<file path="config.mk">
export PLATFORM = sky130hd
export DESIGN_NAME = audio_rx_top
export DESIGN_NICKNAME = d
export VERILOG_FILES = /design/src/rtl/audio_rx_pkg.sv /design/src/rtl/audio_rx_sync.sv /design/src/rtl/audio_rx_deser.sv /design/src/rtl/audio_rx_fifo.sv /design/src/rtl/audio_rx_status.sv /design/src/rtl/audio_rx_top.sv
export SDC_FILE = /design/constraint.sdc
export NUM_CORES = 1
export LEC_CHECK = 0
export ABC_AREA = 1
export ABC_CLOCK_PERIOD_IN_PS = 3200
export BUFFER_PORTS_ARGS = -buffer_cell sky130_fd_sc_hd__buf_2
export CELL_PAD_IN_SITES_DETAIL_PLACEMENT = 1
export CELL_PAD_IN_SITES_GLOBAL_PLACEMENT = 2
export CORE_UTILIZATION = 36
export CTS_CLUSTER_DIAMETER = 150
export DETAILED_ROUTE_END_ITERATION = 7
export PLACE_DENSITY = 0.86
export SETUP_SLACK_MARGIN = 0.5
export SYNTH_ARGS = -nofsm -noshare
export SYNTH_HDL_FRONTEND = slang
export SYNTH_SLANG_ARGS = --single-unit
export TNS_END_PERCENT = 5
</file>
<file path="constraint.sdc">
create_clock -name clk -period 3.2 [get_ports clk]
set_clock_uncertainty 0.2 [all_clocks]
set_input_delay 0.64 -clock clk [delete_from_list [all_inputs] [get_ports clk]]
set_output_delay 0.64 -clock clk [all_outputs]
set_load 0.02 [all_outputs]
</file>
<file path="src/rtl/audio_rx_pkg.sv">
`timescale 1ns/1ps
package audio_rx_pkg;
  localparam int SAMPLE_W = 32;

  typedef enum logic [1:0] {
    FMT_I2S  = 2'd0,
    FMT_LJ   = 2'd1,
    FMT_RJ   = 2'd2,
    FMT_RSVD = 2'd3
  } fmt_e;

  typedef struct packed {
    logic                chan;
    logic [SAMPLE_W-1:0] data;
  } word_t;

  function automatic logic [5:0] width_bits(input logic [1:0] code);
    case (code)
      2'd0:    return 6'd16;
      2'd1:    return 6'd20;
      2'd2:    return 6'd24;
      default: return 6'd32;
    endcase
  endfunction
endpackage

</file>
<file path="src/rtl/audio_rx_sync.sv">
`timescale 1ns/1ps
module audio_rx_sync #(
  parameter int STAGES = 2,
  parameter int W      = 3
) (
  input  logic         clk,
  input  logic         rst_n,
  input  logic [W-1:0] din,
  output logic [W-1:0] dout
);
  logic [W-1:0] pipe [STAGES];

  always_ff @(posedge clk) begin
    if (!rst_n) begin
      for (int i = 0; i < STAGES; i++) pipe[i] <= '0;
    end else begin
      pipe[0] <= din;
      for (int i = 1; i < STAGES; i++) pipe[i] <= pipe[i-1];
    end
  end

  assign dout = pipe[STAGES-1];
endmodule

</file>
<file path="src/rtl/audio_rx_deser.sv">
`timescale 1ns/1ps
module audio_rx_deser
  import audio_rx_pkg::*;
(
  input  logic       clk,
  input  logic       rst_n,
  input  logic       bit_tick,
  input  logic       ws,
  input  logic       sd,
  input  logic [1:0] cfg_fmt,
  input  logic [1:0] cfg_wsel,
  output logic       push_v,
  output word_t      push_word
);
  fmt_e                fmt;
  logic [5:0]          nbits;
  logic [5:0]          sh_amt;
  logic                ws_last, eff_last, eff_ws, ws_edge, keep_bit;
  logic                armed, started;
  logic [5:0]          cnt;
  logic [SAMPLE_W-1:0] shreg, aligned;

  assign fmt      = fmt_e'(cfg_fmt);
  assign nbits    = width_bits(cfg_wsel);
  assign sh_amt   = 6'(SAMPLE_W) - nbits;
  // I2S runs one slot behind word-select, so use the previous slot's value
  assign eff_ws   = (fmt == FMT_I2S) ? ws_last : ws;
  assign ws_edge  = eff_ws ^ eff_last;
  // right-justified keeps a sliding window, the others stop after N bits
  assign keep_bit = (fmt == FMT_RJ) || (cnt < nbits);
  assign aligned  = shreg << sh_amt;

  always_ff @(posedge clk) begin
    if (!rst_n) begin
      ws_last   <= 1'b0;
      eff_last  <= 1'b0;
      armed     <= 1'b0;
      started   <= 1'b0;
      cnt       <= '0;
      shreg     <= '0;
      push_v    <= 1'b0;
      push_word <= '0;
    end else begin
      push_v <= 1'b0;
      if (bit_tick) begin
        ws_last  <= ws;
        eff_last <= eff_ws;
        if (ws_edge) begin
          armed <= 1'b1;
          if (armed) started <= 1'b1;
          if (started) begin
            push_v         <= 1'b1;
            push_word.chan <= eff_last;
            push_word.data <= aligned;
          end
          shreg <= {{(SAMPLE_W-1){1'b0}}, sd};
          cnt   <= 6'd1;
        end else begin
          if (keep_bit) shreg <= {shreg[SAMPLE_W-2:0], sd};
          if (cnt != 6'h3f) cnt <= cnt + 6'd1;
        end
      end
    end
  end
endmodule

</file>
<file path="src/rtl/audio_rx_fifo.sv">
`timescale 1ns/1ps
module audio_rx_fifo
  import audio_rx_pkg::*;
#(
  parameter int DEPTH = 8
) (
  input  logic                         clk,
  input  logic                         rst_n,
  input  logic                         wr_en,
  input  word_t                        wr_word,
  input  logic                         pop_one,
  input  logic                         pop_two,
  output word_t                        head,
  output logic [SAMPLE_W/2-1:0]        next_hi,
  output logic [$clog2(DEPTH+1)-1:0]   level,
  output logic                         drop
);
  localparam int AW = $clog2(DEPTH);
  localparam int CW = $clog2(DEPTH+1);
  localparam logic [CW-1:0] FULL_LVL = CW'(DEPTH);

  word_t         mem [DEPTH];
  logic [AW-1:0] wr_ptr, rd_ptr;
  logic          wr_ok;
  logic [1:0]    pop_n;

  assign wr_ok   = wr_en && (level != FULL_LVL);
  assign drop    = wr_en && (level == FULL_LVL);
  assign pop_n   = pop_two ? 2'd2 : (pop_one ? 2'd1 : 2'd0);
  assign head    = mem[rd_ptr];
  assign next_hi = mem[rd_ptr + AW'(1)].data[SAMPLE_W-1:SAMPLE_W/2];

  always_ff @(posedge clk) begin
    if (wr_ok) mem[wr_ptr] <= wr_word;
  end

  always_ff @(posedge clk) begin
    if (!rst_n) begin
      wr_ptr <= '0;
      rd_ptr <= '0;
      level  <= '0;
    end else begin
      if (wr_ok) wr_ptr <= wr_ptr + AW'(1);
      rd_ptr <= rd_ptr + AW'(pop_n);
      level  <= level + CW'(wr_ok) - CW'(pop_n);
    end
  end
endmodule

</file>
<file path="src/rtl/audio_rx_status.sv">
`timescale 1ns/1ps
module audio_rx_status #(
  parameter int DEPTH    = 8,
  parameter int AE_LEVEL = 1,
  parameter int AF_GAP   = 1
) (
  input  logic                       clk,
  input  logic                       rst_n,
  input  logic [$clog2(DEPTH+1)-1:0] level,
  input  logic [$clog2(DEPTH+1)-1:0] cfg_limit,
  input  logic                       drop,
  input  logic                       ovf_clr,
  output logic                       empty,
  output logic                       full,
  output logic                       almost_empty,
  output logic                       almost_full,
  output logic                       req,
  output logic                       ovf
);
  localparam int CW = $clog2(DEPTH+1);
  localparam logic [CW-1:0] FULL_LVL = CW'(DEPTH);
  localparam logic [CW-1:0] AE_LVL   = CW'(AE_LEVEL);
  localparam logic [CW-1:0] AF_LVL   = CW'(DEPTH - AF_GAP);

  assign empty        = (level == '0);
  assign full         = (level == FULL_LVL);
  assign almost_empty = (level <= AE_LVL);
  assign almost_full  = (level >= AF_LVL);
  assign req          = (level > cfg_limit);

  always_ff @(posedge clk) begin
    if (!rst_n)       ovf <= 1'b0;
    else if (drop)    ovf <= 1'b1;
    else if (ovf_clr) ovf <= 1'b0;
  end
endmodule

</file>
<file path="src/rtl/audio_rx_top.sv">
`timescale 1ns/1ps
module audio_rx_top
  import audio_rx_pkg::*;
#(
  parameter int DEPTH       = 8,
  parameter int SYNC_STAGES = 2,
  parameter int AE_LEVEL    = 1,
  parameter int AF_GAP      = 1
) (
  input  logic                       clk,
  input  logic                       rst_n,
  input  logic                       bclk_i,
  input  logic                       ws_i,
  input  logic                       sd_i,
  input  logic [1:0]                 cfg_fmt,
  input  logic [1:0]                 cfg_wsel,
  input  logic                       cfg_packed,
  input  logic [$clog2(DEPTH+1)-1:0] cfg_limit,
  input  logic                       ovf_clr,
  output logic                       rd_valid,
  input  logic                       rd_ready,
  output logic [31:0]                rd_data,
  output logic                       rd_chan,
  output logic [$clog2(DEPTH+1)-1:0] level,
  output logic                       empty,
  output logic                       full,
  output logic                       almost_empty,
  output logic                       almost_full,
  output logic                       req,
  output logic                       ovf
);
  localparam int CW = $clog2(DEPTH+1);
  localparam logic [CW-1:0] PAIR_LVL = CW'(2);

  logic [2:0]            sync_out;
  logic                  bclk_s, ws_s, sd_s, bclk_d, bit_tick;
  logic                  push_v, drop, take;
  word_t                 push_word, head;
  logic [SAMPLE_W/2-1:0] next_hi;

  audio_rx_sync #(.STAGES(SYNC_STAGES), .W(3)) u_sync (
    .clk(clk), .rst_n(rst_n), .din({bclk_i, ws_i, sd_i}), .dout(sync_out)
  );
  assign {bclk_s, ws_s, sd_s} = sync_out;

  always_ff @(posedge clk) begin
    if (!rst_n) bclk_d <= 1'b0;
    else        bclk_d <= bclk_s;
  end
  assign bit_tick = bclk_s & ~bclk_d;

  audio_rx_deser u_deser (
    .clk(clk), .rst_n(rst_n), .bit_tick(bit_tick), .ws(ws_s), .sd(sd_s),
    .cfg_fmt(cfg_fmt), .cfg_wsel(cfg_wsel), .push_v(push_v), .push_word(push_word)
  );

  assign rd_valid = cfg_packed ? (level >= PAIR_LVL) : (level != '0);
  assign take     = rd_valid & rd_ready;
  assign rd_data  = cfg_packed ? {head.data[SAMPLE_W-1:SAMPLE_W/2], next_hi} : head.data;
  assign rd_chan  = head.chan;

  audio_rx_fifo #(.DEPTH(DEPTH)) u_fifo (
    .clk(clk), .rst_n(rst_n), .wr_en(push_v), .wr_word(push_word),
    .pop_one(take & ~cfg_packed), .pop_two(take & cfg_packed),
    .head(head), .next_hi(next_hi), .level(level), .drop(drop)
  );

  audio_rx_status #(.DEPTH(DEPTH), .AE_LEVEL(AE_LEVEL), .AF_GAP(AF_GAP)) u_status (
    .clk(clk), .rst_n(rst_n), .level(level), .cfg_limit(cfg_limit), .drop(drop),
    .ovf_clr(ovf_clr), .empty(empty), .full(full), .almost_empty(almost_empty),
    .almost_full(almost_full), .req(req), .ovf(ovf)
  );
endmodule

</file>
==> impl_metrics.csv, run 1 <==
group,metric,value,unit
worst_setup_path,cpPeakStageDelay,370,ps
place,dp_hpwl,29710,um
power_and_ir_drop,p_per_area,714.7,mW/mm^2
flow_run,cap_violations,0,
global_routing,gr-total-overflow,0,
timing,final-setup-viol-count,0,
final_layout,final_area,0.01995,sq mm
synthesis,ys_ff_latch,358,
global_routing,antenna_found_initial,0,
global_routing,grt_start_max_net_pins,80,
final_layout,layout_common_cells,"296 x nand2_1, 264 x edfxtp_1, 177 x o21ai_0",
floorplan,die_height,216.8,um
floorplan,die_w,216.8,um
floorplan,start_util,36.54,%
power_and_ir_drop,p_switching,4.747,mW
place,place_congestion,0.7938,
hold_path,hp-start,"bclk_i",
timing,finalCriticalPeriod,3141,ps
worst_setup_path,critPathLaunch,"u_fifo.rd_ptr[0]$_SDFF_PN0_",
timing,drv_slew,0,
worst_setup_path,worst_r2r_endpoint,"u_fifo.level[2]$_SDFF_PN0_",
clock_tree,cts_tree,"done",
worst_setup_path,criticalPathCategory,"reg -> out",
detailed_routing,ant_nets,0,
global_routing,grt_usage,22.38,%
worst_setup_path,critPathLaunchType,"register",
clock_tree,clk_latency,540,ps
synthesis,postSynthCellCount,1774,
power_and_ir_drop,power_frac_comb,31.8,%
worst_setup_path,arrival,2300,ps
detailed_routing,routed_wl,52590,um
clock_tree,clkTransAtPathRegs,60,ps
power_and_ir_drop,switching_share,33.29,%
synthesis,synth_area,0.01662,sq mm
floorplan,row_count,78,
floorplan,fp.coreArea,0.04548,sq mm
final_layout,postLayoutCoreUtil,43.87,%
floorplan,io_pins,60,
worst_setup_path,worst_setup_path_end_kind,"primary output",
final_layout,antenna_cells,0,
worst_setup_path,r2r.worst_path.cells,14,
power_and_ir_drop,power.leakage,7.455,nW
final_layout,fill_cells,5125,
power_and_ir_drop,power.share.clock,32.8,%
final_layout,layout-drive-gt1-share,14.60,%
worst_setup_path,path_max_fanout,79,
global_routing,grt_pass1_vias,13910,
final_layout,layout_commonest_cell,"nand2_1",
worst_setup_path,reg2reg_from,"u_fifo.level[2]$_SDFF_PN0_",
worst_setup_path,slowest_stage,"o211ai_1",
synthesis,synth.avg_cell_area,9.366,sq um
final_layout,final_cells,2456,
timing,slew_headroom,60.57,%
power_and_ir_drop,vdd_drop_max,0.3983,mV
place,post-place-ws,380.2,ps
clock_tree,cts_buffer_depth,3,
status,status,"finished, final reports clean",
detailed_routing,drc,0,
floorplan,die_area,0.04702,sq mm
worst_setup_path,worstPathCellList,"buf_12 > buf_16 > nor2_1 > o22ai_1 > o211ai_1 > nand2_1 > buf_6",
worst_setup_path,r2r_setup_slack,510,ps
final_layout,final_nets,1865,
clock_tree,clock_sinks,358,
clock_tree,cts_max_level,2,
clock_tree,cts-root-buf,"clkbuf_16",
synthesis,seq_area_frac_synth,59.04,%
timing,worst_slack,58.51,ps
power_and_ir_drop,p_int,9.512,mW
detailed_routing,dr.pass1.iters,5,
timing,tightest_slew,590.8,ps
hold_path,hold_path_class,"in -> reg",
hold_path,min_path_cells,3,
final_layout,synthToLayoutAreaGrowth,20.08,%
place,io_buffers,59,
place,dp_cells,2354,
worst_setup_path,critPathRequiredTime,2360,ps
timing,max_freq,0.3183,GHz
hold_path,min_to,"u_sync.pipe[0][2]$_SDFF_PN0_",
power_and_ir_drop,fin_total_pwr,14.26,mW
detailed_routing,wl_per_cell,21.41,um
detailed_routing,drtIter0Drc,809,
global_routing,grt_pass1_wl,81230,um
timing,hold_slack,87.17,ps
timing,finalSetupTns,0,ps
synthesis,synthDistinctLibCells,38,
synthesis,synth_nets,1815,
timing,rsz0062_at_grt,"yes",
power_and_ir_drop,seq_power_share,35.4,%
synthesis,ys_warn_count,0,
clock_tree,cts_inserted_buffers,40,
detailed_routing,vias_per_cell,5.461,
detailed_routing,dr_total_vias,13410,
timing,finalHoldViolations,0,
place,place_area,0.01774,sq mm
timing,fin_crit_sh,98.17,%
cell families (layout without fill, tap and decap cells):
logic type      after synthesis  count (layout)  synth area share [%]
compound gates              467             467                 15.64
xor+xnor                      3               3                0.2034
flops                       358             358                 59.04
simple gates                645             645                 16.27
fa+ha+maj                    25              25                 1.973
buf+inv                     276             358                 6.875
flip-flops by register name, indices dropped and copies added, names as in the netlist:
register and flops:
bclk_d 1, u_status.ovf 1, u_deser.shreg 32, u_deser.started 1, u_sync.pipe 6, u_deser.cnt 6
u_deser.ws_last 1, u_fifo.mem 264, u_fifo.level 4, u_deser.armed 1, u_fifo.wr_ptr 3, u_deser.eff_last 1
u_deser.push_v 1, u_deser.push_word 33, u_fifo.rd_ptr 3
cells in the mapped netlist (all sizes together):
master  count  share of area (%)
o21a        1              0.045
xnor2       1              0.098
buf        65                2.1
clkbuf     60                1.4
or2         5               0.19
and2        1              0.038
o211ai     67                3.0
edfxtp    264                 48
xor2        2               0.11
ha         23                1.7
inv       149                3.4
o22ai      16               0.60
nor3        1              0.030
o21bai      1              0.045
fa          2               0.24
nor2      169                3.9
nand4      10               0.47
a21oi     145                4.4
a31oi      17               0.64
o21ai     215                6.7
o221ai      4               0.21
clkinv      2              0.045
nand3     151                4.7
nand2     308                7.0
a22oi       1              0.045
dfxtp      94                 11
worst max-delay path, delay by kind of cell, from the launching register on:
family,cells,cell delay (ps)
buffers and inverters,3,550
DFF,1,360
and+or+nand+nor,2,330
AOI/OAI and AO/OA,2,500
worst max path at each step:
stage / end / slack, ps
after floorplan: u_fifo.mem[0][0]$_DFFE_PP_ / 7
after global placement: rd_data[17] / 420
after detailed placement: rd_data[29] / 380
after CTS: rd_data[9] / 140
after global routing: rd_data[7] / 50
final: rd_data[0] / 60
metal layers:
metal  global-route usage [%]  vias to the layer above  share of wire (%)
li1                         -                     6261                  -
met3                    2.572                      106                3.9
met2                    39.81                      323                 50
met4                    8.897                        0                3.5
met1                    27.60                     6722                 42
met5                        0                        -                  0
final cells by class:
class,instances,area [sq um],share of cell area (%)
well taps,600,750.7,3.762
multi-input cells,1140,5917,29.65
clock inverters,21,220.2,1.104
inverters,151,585.6,2.935
repair inverters,1,8.758,0.04390
flip-flops and latches,358,9817,49.20
repair buffers,132,1543,7.732
clock buffers,53,1111,5.568
power by group through the flow:
stage / Sequential (mW) / Clock (mW) / Combinational, mW
detailed placement: 5.14 / 0 / 3.51
CTS: 5.05 / 4.75 / 4.49
finish: 5.05 / 4.68 / 4.53
global placement: 5.14 / 0 / 3.40
global route: 5.05 / 4.92 / 4.85
floorplan: 5.14 / 0 / 2.31
what timing repair did:
item                       CTS  global route
pin swaps                   31             4
buffers inserted            15             0
gates resized for setup    114            10
setup endpoints to repair   34            37
hold buffers                 0             0
cloned                      13             0
No activity file was read; power rests on OpenSTA's default activity.
==> run 2: changes to the inputs <==
--- a/config.mk
+++ b/config.mk
@@ -13,8 +13,10 @@
 export CORE_UTILIZATION = 36
 export CTS_CLUSTER_DIAMETER = 150
 export DETAILED_ROUTE_END_ITERATION = 7
+export GPL_TIMING_DRIVEN = 0
 export PLACE_DENSITY = 0.86
 export SETUP_SLACK_MARGIN = 0.5
+export SLEW_MARGIN = 20
 export SYNTH_ARGS = -nofsm -noshare
 export SYNTH_HDL_FRONTEND = slang
 export SYNTH_SLANG_ARGS = --single-unit
==> run 2 against run 1 <==
  * The flow now finishes with violations (setup timing)
  * Largest cell class unchanged
  * Cell count grew 2.7%
  * Critical path type unchanged
  * Power shrank 0.59%
  * Routed wire length grew 12%
  * Clock power shrank 5.3%
  * First-iteration DRC count grew 25%
  * Critical path depth grew 2
  * Count of clock-buffer cells in the layout grew 3
  * Critical endpoint unchanged
  * Setup slack lost 120 ps
==> impl_metrics.csv, run 2 (synthesized netlist as in run 1, its figures left out) <==
group,metric,value,unit
place,io_buffers,58,
hold_path,min_path_cells,3,
power_and_ir_drop,power.leakage,7.499,nW
worst_setup_path,critPathRequiredTime,2360,ps
clock_tree,cts_max_level,2,
final_layout,antenna_cells,0,
timing,tightest_slew,671.0,ps
detailed_routing,drtIter0Drc,1009,
final_layout,top_register,"u_fifo.mem",
timing,slew_headroom,55.27,%
final_layout,layout-drive-gt1-share,16.80,%
status,failed_checks,"setup timing",
place,dp_cells,2440,
status,status,"complete, but fails checks",
floorplan,die_height,216.8,um
timing,max_freq,0.3069,GHz
final_layout,layout_commonest_cell,"nand2_1",
timing,rsz0062_at_grt,"yes",
detailed_routing,routed_wl,58790,um
floorplan,row_count,78,
global_routing,antenna_found_initial,0,
floorplan,die_area,0.04702,sq mm
detailed_routing,vias_per_cell,5.520,
hold_path,hold_path_class,"in -> reg",
global_routing,grt_pass1_wl,88990,um
hold_path,min_to,"u_sync.pipe[0][1]$_SDFF_PN0_",
timing,fin_crit_sh,101.8,%
clock_tree,clk_latency,580,ps
worst_setup_path,worst_setup_path_end_kind,"primary output",
worst_setup_path,arrival,2420,ps
worst_setup_path,r2r_setup_slack,470,ps
floorplan,die_w,216.8,um
timing,finalHoldViolations,0,
worst_setup_path,criticalPathCategory,"reg -> out",
worst_setup_path,r2r.worst_path.cells,14,
worst_setup_path,reg2reg_from,"u_fifo.level[3]$_SDFF_PN0_",
final_layout,reg.largest.list,"u_fifo.mem: 264 flops, u_deser.push_word: 33 flops, u_deser.shreg: 32 flops",
detailed_routing,wl_per_cell,23.30,um
global_routing,grt_pass1_vias,14600,
final_layout,synthToLayoutAreaGrowth,20.71,%
clock_tree,cts_inserted_buffers,41,
floorplan,start_util,36.54,%
detailed_routing,dr_total_vias,13930,
clock_tree,postCtsHoldBufs,0,
floorplan,io_pins,60,
detailed_routing,dr.pass1.iters,5,
worst_setup_path,path_max_fanout,10,
place,place_congestion,0.8853,
worst_setup_path,critPathLaunchType,"register",
global_routing,gr-total-overflow,0,
flow_run,cap_violations,0,
floorplan,fp.coreArea,0.04548,sq mm
final_layout,final_cells,2523,
worst_setup_path,worst_r2r_endpoint,"u_fifo.level[2]$_SDFF_PN0_",
timing,finalSetupTns,-57.88,ps
clock_tree,clock_sinks,358,
global_routing,grt_start_max_net_pins,22,
timing,final-setup-viol-count,1,
place,place_area,0.01789,sq mm
final_layout,layout_common_cells,"294 x nand2_1, 264 x edfxtp_1, 155 x o21ai_0",
detailed_routing,ant_nets,0,
power_and_ir_drop,fin_total_pwr,14.18,mW
hold_path,hp-start,"ws_i",
power_and_ir_drop,p_per_area,706.8,mW/mm^2
final_layout,final_nets,1931,
clock_tree,cts_tree,"done",
place,dp_hpwl,41520,um
clock_tree,cts_buffer_depth,3,
final_layout,final_area,0.02006,sq mm
detailed_routing,drc,0,
clock_tree,cts-root-buf,"clkbuf_16",
timing,worst_slack,-57.88,ps
clock_tree,clkTransAtPathRegs,60,ps
timing,finalCriticalPeriod,3258,ps
power_and_ir_drop,vdd_drop_max,0.3639,mV
timing,drv_slew,0,
final_layout,largest_reg_flops,264,
global_routing,grt_usage,25.14,%
final_layout,postLayoutCoreUtil,44.10,%
==> run 2: critical path, stage by stage, from the launching register on <==
cell      delay, ps
dfxtp_4         420
buf_8           150
inv_6            50
buf_12          150
buf_12          150
o21ai_4         150
o22ai_2          90
o211ai_1        340
nand2_1         170
buf_6           160
==> run 2: final cells by class <==
class | count | area (sq um)
Multi-Input combinational cell | 1140 | 6057
Fill cell | 5179 | 25420
Clock inverter | 20 | 150.1
Tap cell | 600 | 750.7
Timing Repair Buffer | 73 | 619.3
Sequential cell | 358 | 9817
Buffer | 125 | 993.5
Inverter | 151 | 576.8
Clock buffer | 56 | 1092
==> run 2: worst max-delay path by stage <==
stage | slack, ps | from | depth (start not counted) | end
2_1_floorplan | 7 | u_fifo.level[2]$_SDFF_PN0_ | 7 | u_fifo.mem[0][0]$_DFFE_PP_
3_3_place_gp | -1410 | u_fifo.level[2]$_SDFF_PN0_ | 7 | u_fifo.mem[0][7]$_DFFE_PP_
3_5_place_dp | -600 | cfg_packed | 11 | u_fifo.level[2]$_SDFF_PN0_
4_1_cts | -30 | u_fifo.rd_ptr[0]$_SDFF_PN0_ | 11 | rd_data[3]
5_1_grt | -60 | u_fifo.rd_ptr[0]$_SDFF_PN0_ | 9 | rd_data[10]
6_report | -60 | u_fifo.rd_ptr[0]$_SDFF_PN0_ | 9 | rd_data[0]
==> run 2: layer usage <==
metal / vias up / global-route usage [%] / part of all wire, %
li1: 6401 / - / -
met1: 6938 / 30.86 / 41
met2: 459 / 44.26 / 50
met3: 128 / 2.977 / 5.3
met4: 0 / 11.15 / 4.1
met5: - / 0 / 0
==> run 2: through the flow <==
stage / setup slack (ps) / hold WS [ps]
2_1_floorplan: 6.519 / 190.5
3_3_place_gp: -1408 / 200.2
3_5_place_dp: -601.5 / 204.6
4_1_cts: -32.86 / 21.46
5_1_grt: -56.97 / 47.03
6_report: -57.88 / 39.06
==> run 2: what timing repair did <==
action / in CTS / in global routing
endpoints found under the setup margin: 61 / 118
buffers inserted: 6 / 0
gates cloned: 1 / 0
gates resized for setup: 203 / 104
pin swaps: 20 / 29
==> run 2: where the power goes <==
part,total (mW),switching (mW),internal [mW]
combinational,4.69,3.04,1.66
clock,4.43,1.99,2.44
sequential,5.05,0.0741,4.98
